===== src/rtl/otp_pkg.sv =====
package otp_pkg;

  localparam int BYTE_W = 8;

  typedef enum logic [2:0] {
    M_STANDBY,
    M_DISABLE,
    M_READ,
    M_PROGRAM,
    M_VERIFY,
    M_ID
  } otp_mode_e;

  // ID byte: 7 code bits plus bit 7 chosen for odd parity
  function automatic logic [BYTE_W-1:0] id_byte(input logic a1, input logic a0,
                                                input logic [6:0] mfr_code,
                                                input logic [6:0] dev_code,
                                                input logic [6:0] cont_code);
    logic [6:0] low7;
    low7 = a1 ? (a0 ? dev_code : mfr_code) : cont_code;
    return {~(^low7), low7};
  endfunction

  // One-time programming can only clear bits
  function automatic logic [BYTE_W-1:0] merge_prog(input logic [BYTE_W-1:0] old_b,
                                                   input logic [BYTE_W-1:0] new_b);
    return old_b & new_b;
  endfunction

endpackage


===== src/rtl/otp_mode_decode.sv =====
module otp_mode_decode
  import otp_pkg::*;
(
  input  logic      clk,
  input  logic      rst_n,
  input  logic      chip_sel_n,
  input  logic      out_en_n,
  input  logic      prog_n,
  input  logic      vpp_hi,
  input  logic      id_hv,
  output otp_mode_e mode,
  output logic      is_read,
  output logic      is_prog,
  output logic      is_verify,
  output logic      is_id
);

  always_comb begin
    if (chip_sel_n) begin
      mode = M_STANDBY;
    end else if (vpp_hi) begin
      if (out_en_n && !prog_n)      mode = M_PROGRAM;
      else if (!out_en_n && prog_n) mode = M_VERIFY;
      else                          mode = M_DISABLE;
    end else if (out_en_n) begin
      mode = M_DISABLE;
    end else if (id_hv) begin
      mode = M_ID;
    end else begin
      mode = M_READ;
    end
  end

  assign is_read   = (mode == M_READ);
  assign is_prog   = (mode == M_PROGRAM);
  assign is_verify = (mode == M_VERIFY);
  assign is_id     = (mode == M_ID);

  // chip select high never yields a driving or writing mode
  assert_standby_quiet_R4: assert property (@(posedge clk) disable iff (!rst_n)
    chip_sel_n |-> !(is_read || is_prog || is_verify || is_id));

  assert_one_mode_R3: assert property (@(posedge clk) disable iff (!rst_n)
    $onehot0({is_read, is_prog, is_verify, is_id}));

endmodule


===== src/rtl/otp_cell_array.sv =====
module otp_cell_array
  import otp_pkg::*;
#(
  parameter int ADDR_W = 5
) (
  input  logic              clk,
  input  logic              rst_n,
  input  logic              wr_en,
  input  logic [ADDR_W-1:0] wr_addr,
  input  logic [BYTE_W-1:0] wr_data,
  input  logic [ADDR_W-1:0] rd_addr,
  output logic [BYTE_W-1:0] rd_data
);

  localparam int DEPTH = 1 << ADDR_W;

  logic [BYTE_W-1:0] mem_q [DEPTH];

  generate
    for (genvar i = 0; i < DEPTH; i++) begin : g_cell
      always_ff @(posedge clk or negedge rst_n) begin
        if (!rst_n) begin
          mem_q[i] <= '1;
        end else if (wr_en && (wr_addr == ADDR_W'(i))) begin
          mem_q[i] <= merge_prog(mem_q[i], wr_data);
        end
      end

      // a cleared bit never comes back
      assert_no_regrow_R2: assert property (@(posedge clk) disable iff (!rst_n)
        (mem_q[i] & ~$past(mem_q[i])) == '0);
    end
  endgenerate

  assign rd_data = mem_q[rd_addr];

endmodule


===== src/rtl/otp_out_mux.sv =====
module otp_out_mux
  import otp_pkg::*;
#(
  parameter logic [6:0] MFR_CODE  = 7'h1C,
  parameter logic [6:0] DEV_CODE  = 7'h02,
  parameter logic [6:0] CONT_CODE = 7'h7F
) (
  input  logic              clk,
  input  logic              rst_n,
  input  otp_mode_e         mode,
  input  logic              a1,
  input  logic              a0,
  input  logic [BYTE_W-1:0] rd_data,
  output logic [BYTE_W-1:0] dout,
  output logic              dout_oe
);

  always_comb begin
    dout    = '0;
    dout_oe = 1'b0;
    unique case (mode)
      M_READ, M_VERIFY: begin
        dout    = rd_data;
        dout_oe = 1'b1;
      end
      M_ID: begin
        dout    = id_byte(a1, a0, MFR_CODE, DEV_CODE, CONT_CODE);
        dout_oe = 1'b1;
      end
      default: begin
        dout    = '0;
        dout_oe = 1'b0;
      end
    endcase
  end

  // ID bytes carry odd parity
  assert_id_parity_R9: assert property (@(posedge clk) disable iff (!rst_n)
    (mode == M_ID) |-> ($countones(dout) % 2 == 1));

  assert_release_zero_R4: assert property (@(posedge clk) disable iff (!rst_n)
    !dout_oe |-> (dout == '0));

endmodule


===== src/rtl/otp_mode_ctrl.sv =====
module otp_mode_ctrl
  import otp_pkg::*;
#(
  parameter int         ADDR_W    = 5,
  parameter logic [6:0] MFR_CODE  = 7'h1C,
  parameter logic [6:0] DEV_CODE  = 7'h02,
  parameter logic [6:0] CONT_CODE = 7'h7F
) (
  input  logic              clk,
  input  logic              rst_n,
  input  logic              chip_sel_n,
  input  logic              out_en_n,
  input  logic              prog_n,
  input  logic              vpp_hi,
  input  logic              id_hv,
  input  logic [ADDR_W-1:0] addr,
  input  logic [7:0]        din,
  output logic [7:0]        dout,
  output logic              dout_oe
);

  otp_mode_e         mode;
  logic              is_read, is_prog, is_verify, is_id;
  logic              prog_q;
  logic              wr_en;
  logic [BYTE_W-1:0] rd_data;

  otp_mode_decode u_decode (
    .clk(clk), .rst_n(rst_n),
    .chip_sel_n(chip_sel_n), .out_en_n(out_en_n), .prog_n(prog_n),
    .vpp_hi(vpp_hi), .id_hv(id_hv),
    .mode(mode), .is_read(is_read), .is_prog(is_prog),
    .is_verify(is_verify), .is_id(is_id)
  );

  // Strobe history: a write needs the strobe high on the previous sample
  always_ff @(posedge clk or negedge rst_n) begin
    if (!rst_n) prog_q <= 1'b1;
    else        prog_q <= prog_n;
  end

  assign wr_en = is_prog && prog_q;

  otp_cell_array #(.ADDR_W(ADDR_W)) u_array (
    .clk(clk), .rst_n(rst_n),
    .wr_en(wr_en), .wr_addr(addr), .wr_data(din),
    .rd_addr(addr), .rd_data(rd_data)
  );

  otp_out_mux #(.MFR_CODE(MFR_CODE), .DEV_CODE(DEV_CODE), .CONT_CODE(CONT_CODE)) u_out (
    .clk(clk), .rst_n(rst_n),
    .mode(mode), .a1(addr[1]), .a0(addr[0]),
    .rd_data(rd_data), .dout(dout), .dout_oe(dout_oe)
  );

  // writes only with the pins in program mode
  assert_write_pins_R5: assert property (@(posedge clk) disable iff (!rst_n)
    wr_en |-> (vpp_hi && !chip_sel_n && out_en_n && !prog_n));

  // one write per strobe fall
  assert_single_write_R10: assert property (@(posedge clk) disable iff (!rst_n)
    wr_en |=> !wr_en);

endmodule


===== config.mk =====
export PLATFORM = sky130hd
export DESIGN_NAME = otp_mode_ctrl
export DESIGN_NICKNAME = d
export VERILOG_FILES = /design/src/rtl/otp_pkg.sv /design/src/rtl/otp_mode_decode.sv /design/src/rtl/otp_cell_array.sv /design/src/rtl/otp_out_mux.sv /design/src/rtl/otp_mode_ctrl.sv
export SDC_FILE = /design/constraint.sdc
export NUM_CORES = 1
export LEC_CHECK = 0
export ABC_AREA = 1
export ABC_CLOCK_PERIOD_IN_PS = 2200
export BUFFER_PORTS_ARGS = -buffer_cell sky130_fd_sc_hd__clkbuf_2
export CAP_MARGIN = 20
export CORE_MARGIN = 5
export CORE_UTILIZATION = 40
export CTS_BUF_LIST = sky130_fd_sc_hd__clkbuf_4
export DETAILED_ROUTE_END_ITERATION = 6
export SYNTH_ARGS = -nofsm -noshare
export SYNTH_HDL_FRONTEND = slang
export SYNTH_HIERARCHICAL = 1
export SYNTH_SLANG_ARGS = --single-unit

===== constraint.sdc =====
create_clock -name clk -period 2.2 [get_ports clk]
set_input_delay 0 -clock clk [delete_from_list [all_inputs] [get_ports clk]]
set_output_delay 0 -clock clk [all_outputs]
set_load 0.005 [all_outputs]

After elaboration in Yosys (flattened, before gate mapping)
Cells that the tools add are included.
{"block": "word_totals", "register_bits": 257}
{"block": "classes", "order_cmp": 1, "eq_ne": 35, "n_mux": 13, "bitwise_logic": 34, "n_reduce_logical": 41}
{"op": "AND 8 bit", "count": 32}
{"op": "== test 5 bit, second input constant", "count": 16}
{"op": "binary-select mux 8 bit (select 5 bit)", "count": 1}
{"op": "== test 5 x 4 -> 1 bit, second input constant", "count": 8}
{"op": "logical AND 1 bit", "count": 35}
{"op": "== test 5 x 3 -> 1 bit, second input constant", "count": 4}
{"op": "two-way mux 3 bit", "count": 6}
{"op": "two-way mux 8 bit", "count": 2}
{"op": "case mux 8 bit (2 select lines)", "count": 1}
{"op": "== test 5 x 2 -> 1 bit, second input constant", "count": 2}
{"op": "two-way mux 7 bit", "count": 1}
{"op": "parity 7 bit", "count": 1}
{"op": "== test 3 x 2 -> 1 bit, second input constant", "count": 2}
{"op": "== test 3 bit, second input constant", "count": 2}
{"op": ">= comparator 6 bit, second input constant", "count": 1}
{"op": "inverter 5 -> 6 bit", "count": 1}
{"op": "== test 5 x 1 -> 1 bit, second input constant", "count": 1}
{"op": "logical NOT 5 bit", "count": 1}
{"op": "two-way mux 5 bit", "count": 1}
{"op": "OR reduction 3 bit", "count": 1}
{"op": "logical NOT 1 bit", "count": 2}
{"op": "OR reduction 2 bit", "count": 1}
{"op": "two-way mux 1 bit", "count": 1}
{"op": "inverter 1 bit", "count": 1}

Longest topological paths before layout
{"block": "logic_depth", "word_depth": 9, "mapped_depth": 13, "depth_no_buf": 11}

Hierarchy
The synthesis kept the hierarchy.
{"mod": "otp_cell_array", "n_inst": 1, "cells_each": 1220, "area_each_um2": 11761.3, "seq_area_each_um2": 6726.5}
{"mod": "otp_out_mux", "n_inst": 1, "cells_each": 30, "area_each_um2": 148.9, "seq_area_each_um2": 0.0}
{"mod": "otp_mode_decode", "n_inst": 1, "cells_each": 27, "area_each_um2": 126.4, "seq_area_each_um2": 0.0}
{"mod": "otp_mode_ctrl", "n_inst": 1, "cells_each": 3, "area_each_um2": 33.8, "seq_area_each_um2": 26.3}

Worst setup path before layout
No wires, ideal clock.
{"block": "synth_path", "path_type": "flip-flop to flip-flop", "from": "reg prog_q", "to": "reg u_array/mem_q[100] (netlist name)", "setup_ns": 0.099, "arrival_time_ns": 1.264, "slack_ns": 0.837, "path_stages_with_launch": 7, "path_buffers": 1, "synth_period_minus_slack_ns": 1.363, "cell_sequence": "dfstp_2 nand2_1 inv_1 nand2_1 buf_2 nor2_1 a21boi_0"}
{"block": "synth_via", "elab_chain_len": 2}
{"item": "start: declaration", "line": "otp_mode_ctrl.sv:24", "rtl": "logic prog_q;"}
{"item": "start signal: assignment", "line": "otp_mode_ctrl.sv:39", "rtl": "else prog_q <= prog_n;"}
{"item": "logical AND 1 bit", "line": "otp_mode_ctrl.sv:42", "rtl": "assign wr_en = is_prog && prog_q;"}
{"item": "named net wr_en", "line": "otp_mode_ctrl.sv:25", "rtl": "logic wr_en;"}
{"item": "logical AND 1 bit", "line": "otp_cell_array.sv:24", "rtl": "end else if (wr_en && (wr_addr == ADDR_W'(i))) begin"}
{"item": "end signal: indexed assignment", "line": "otp_cell_array.sv:25", "rtl": "mem_q[i] <= merge_prog(mem_q[i], wr_data);"}
{"item": "end: declaration", "line": "otp_cell_array.sv:17", "rtl": "logic [BYTE_W-1:0] mem_q [DEPTH];"}
The timed path passes the listed nets, and every way through them passes these cells.
A chain may end at the register's enable or synchronous reset.

Worst setup path after layout
{"block": "layout_path", "from": "reg u_array/mem_q[118] (netlist name)", "to": "out dout[6]"}
{"block": "layout_via", "elab_chain_len": 4}
{"item": "binary-select mux 8 bit (select 5 bit)", "line": "otp_cell_array.sv:35", "rtl": "assign rd_data = mem_q[rd_addr];"}
{"item": "two-way mux 8 bit (not written as such) (2 in series)", "line": "otp_cell_array.sv:35"}
{"item": "named net rd_data[6]", "line": "otp_mode_ctrl.sv:26", "rtl": "logic [BYTE_W-1:0] rd_data;"}
{"item": "case mux 8 bit (2 select lines)", "line": "otp_out_mux.sv:21", "rtl": "unique case (mode)"}
{"item": "end: declaration", "line": "otp_mode_ctrl.sv:18", "rtl": "output logic [7:0] dout,"}
The timed path passes the listed nets, and every way through them passes these cells. The select of a mux whose other input is x is not followed.

==> out/results.tsv <==
stage	metric	value	unit
worst_setup_path	worst_r2r_path_depth	5	
global_route	grt_pass1_wl	53800	um
clocking	clock_sinks	257	
sta	whs	170	ps
clocking	cts_buffers	72	
logic_synthesis	synth_area	0.0120	mm2
cells_and_area	drive_above_1_share	40.3	%
power	power_frac_seq	48.5	%
power	power.density	693	mW/mm2
sta	slew_headroom	56.1	%
floorplan	fp-row-count	63	
placement	dpl_cell_area	0.0127	mm2
worst_setup_path	r2r_start	prog_q$_DFF_PN1_	
worst_setup_path	critPathRequiredTime	2200	ps
drt	ant_nets	0	
sta	finalHoldViolCount	0	
worst_hold_path	whs_path_depth	6	
logic_synthesis	synth.yosys.warnings	6	
clocking	path_clk_slew	60	ps
drt	via_per_inst	5.34	
power	p_leak	5.64	nW
power	p_comb_share	8.0	%
cells_and_area	final_area	0.0141	mm2
drt	first_iter_violations	586	
status	outcome	finished clean	
clocking	cts_tree	built	
worst_hold_path	min_from	addr[2]	
power	clkPwrFrac	43.5	%
sta	setup_violations	0	
sta	tightestPinTransition	656	ps
power	p_sw_share	25.9	%
sta	fin_crit	2140	ps
clocking	cts_max_level	3	
placement	dp_hpwl	19500	um
sta	drv_slew	0	
floorplan	io_pins	29	
logic_synthesis	syn_avg_cell_area	9.45	um2
logic_synthesis	netlist_instances	1274	
clocking	cts-root-buf	clkbuf_4	
logic_synthesis	synth_fp_nets	1294	
drt	route.detailed.drc	0	
drt	avgRoutedWirePerCell	18.5	um
global_route	grt_max_degree	79	
floorplan	core-area	0.0297	mm2
worst_hold_path	min_to	u_array/mem_q[137]$_DFFE_PN1P_	
global_route	grt.total_usage	19.9	%
power	power	9.81	mW
clocking	clock_latency	660	ps
worst_hold_path	hold_path_class	in2reg	
floorplan	start_util	40.5	%
cells_and_area	fillers	2812	
cells_and_area	areaGrowthSynthToFinish	17.5	%
job	drv_cap	0	
global_route	overflow	0	
floorplan	die_w	183	um
worst_setup_path	crit_arrival	2140	ps
power	irDropWorstVdd	381	uV
worst_setup_path	end_kind	output port	
floorplan	die_h	183	um
sta	worst_clock_skew	38.4	ps
placement	port_buffers	28	
clocking	postCtsSetupRepairBufs	0	
cells_and_area	layout.nets	1381	
global_route	grt_pass1_vias	9693	
sta	max_freq	0.468	GHz
sta	rsz0062_at_grt	true	
placement	gp_congestion	0.851	
power	p_sw	2.54	mW
global_route	antenna_found_initial	2	
drt	drt_wl_total	33200	um
drt	num_vias	9607	
clocking	clockBufferDepth	3	
worst_setup_path	criticalPathCategory	reg2out	
worst_setup_path	cp-start-kind	register	
drt	first_pass_iters	5	
worst_setup_path	critPathMaxFanout	2	
floorplan	dieArea	0.0337	mm2
worst_setup_path	r2r-end	u_array/mem_q[218]$_DFFE_PN1P_	
power	internal_power	7.27	mW
worst_setup_path	r2r_slack	300	ps
sta	fin_crit_sh	97.2	%
[per-layer routing]
metal  global-route usage [%]  share of wire, %  vias to the layer above
met5                        0                 0                        -
met4                     7.18               2.3                        0
met3                     4.06               4.8                       68
met2                     30.5                45                      214
met1                     28.3                48                     4868
li1                         -                 -                     4457
[power by group through the flow]
stage                     combinational, mW  clock [mW]  sequential, mW
final                                 0.783        4.27            4.75
after global routing                  0.860        4.69            4.75
after CTS                             0.744        4.43            4.75
after detailed placement              0.715           0            4.82
after global placement                0.714           0            4.82
after floorplan                       0.390           0            4.82
[critical path: stages, from the launching register on]
cell	delay, ps
dfstp_2	530
nand2_1	50
nand3_1	100
nand3_2	110
nand2_1	100
nand2_1	60
nand2_2	120
nand2_2	60
nand2_2	80
nand4_1	90
nand2_1	70
clkbuf_2	100
[worst max-delay path by stage]
stage | slack, ps | cells after the start | endpoint | startpoint
2_1_floorplan | 840 | 6 | u_array/mem_q[100]$_DFFE_PN1P_ | prog_q$_DFF_PN1_
3_3_place_gp | 410 | 5 | u_array/mem_q[217]$_DFFE_PN1P_ | prog_q$_DFF_PN1_
3_5_place_dp | 380 | 5 | u_array/mem_q[217]$_DFFE_PN1P_ | prog_q$_DFF_PN1_
4_1_cts | -9 | 11 | dout[1] | u_array/mem_q[17]$_DFFE_PN1P_
5_1_grt | -90 | 11 | dout[6] | u_array/mem_q[150]$_DFFE_PN1P_
6_report | 60 | 11 | dout[6] | u_array/mem_q[118]$_DFFE_PN1P_
[registers in the layout (all words and copies together), names as in the netlist]
signal and flops:
u_array/mem_q 256, prog_q 1
[area by class of cell]
cell class	instances	area, um2	share of cell area [%]
flip-flops and latches	257	6750	47.7
clock inverters	14	86.3	0.610
clock buffers	106	796	5.62
repair buffers	91	791	5.59
diodes	2	5.00	0.0354
well taps	390	488	3.45
inverters	32	123	0.867
multi-input cells	907	5110	36.1
[timing repair]
action | 4_1_cts | 5_1_grt
pin swaps | 16 | 66
hold buffers | 11 | 0
setup endpoints to repair | 7 | 8
gates resized for setup | 20 | 93
hold endpoints to repair | 360 | 0
[through the flow]
stage	std cells	setup TNS, ps	setup slack, ps	util [%]
final	1799	0	61.5	47.6
after global routing	1799	-607	-90.1	47.6
after CTS	1797	-36.0	-9.49	46.3
after detailed placement	1666	0	376	42.7
after global placement	1666	0	408	42.7
after floorplan	1274	0	837	-
[cell usage in the layout, fill, tap and decap left out, types with 23 or more instances in the layout]
cell type	count
nand3_2	68
clkbuf_2	23
nand2_2	44
dfstp_2	257
inv_1	28
nand2_1	356
clkbuf_4	106
nand3_1	126
nor2_1	42
buf_4	42
a21boi_0	256
No activity file was read; power rests on OpenSTA's default activity.
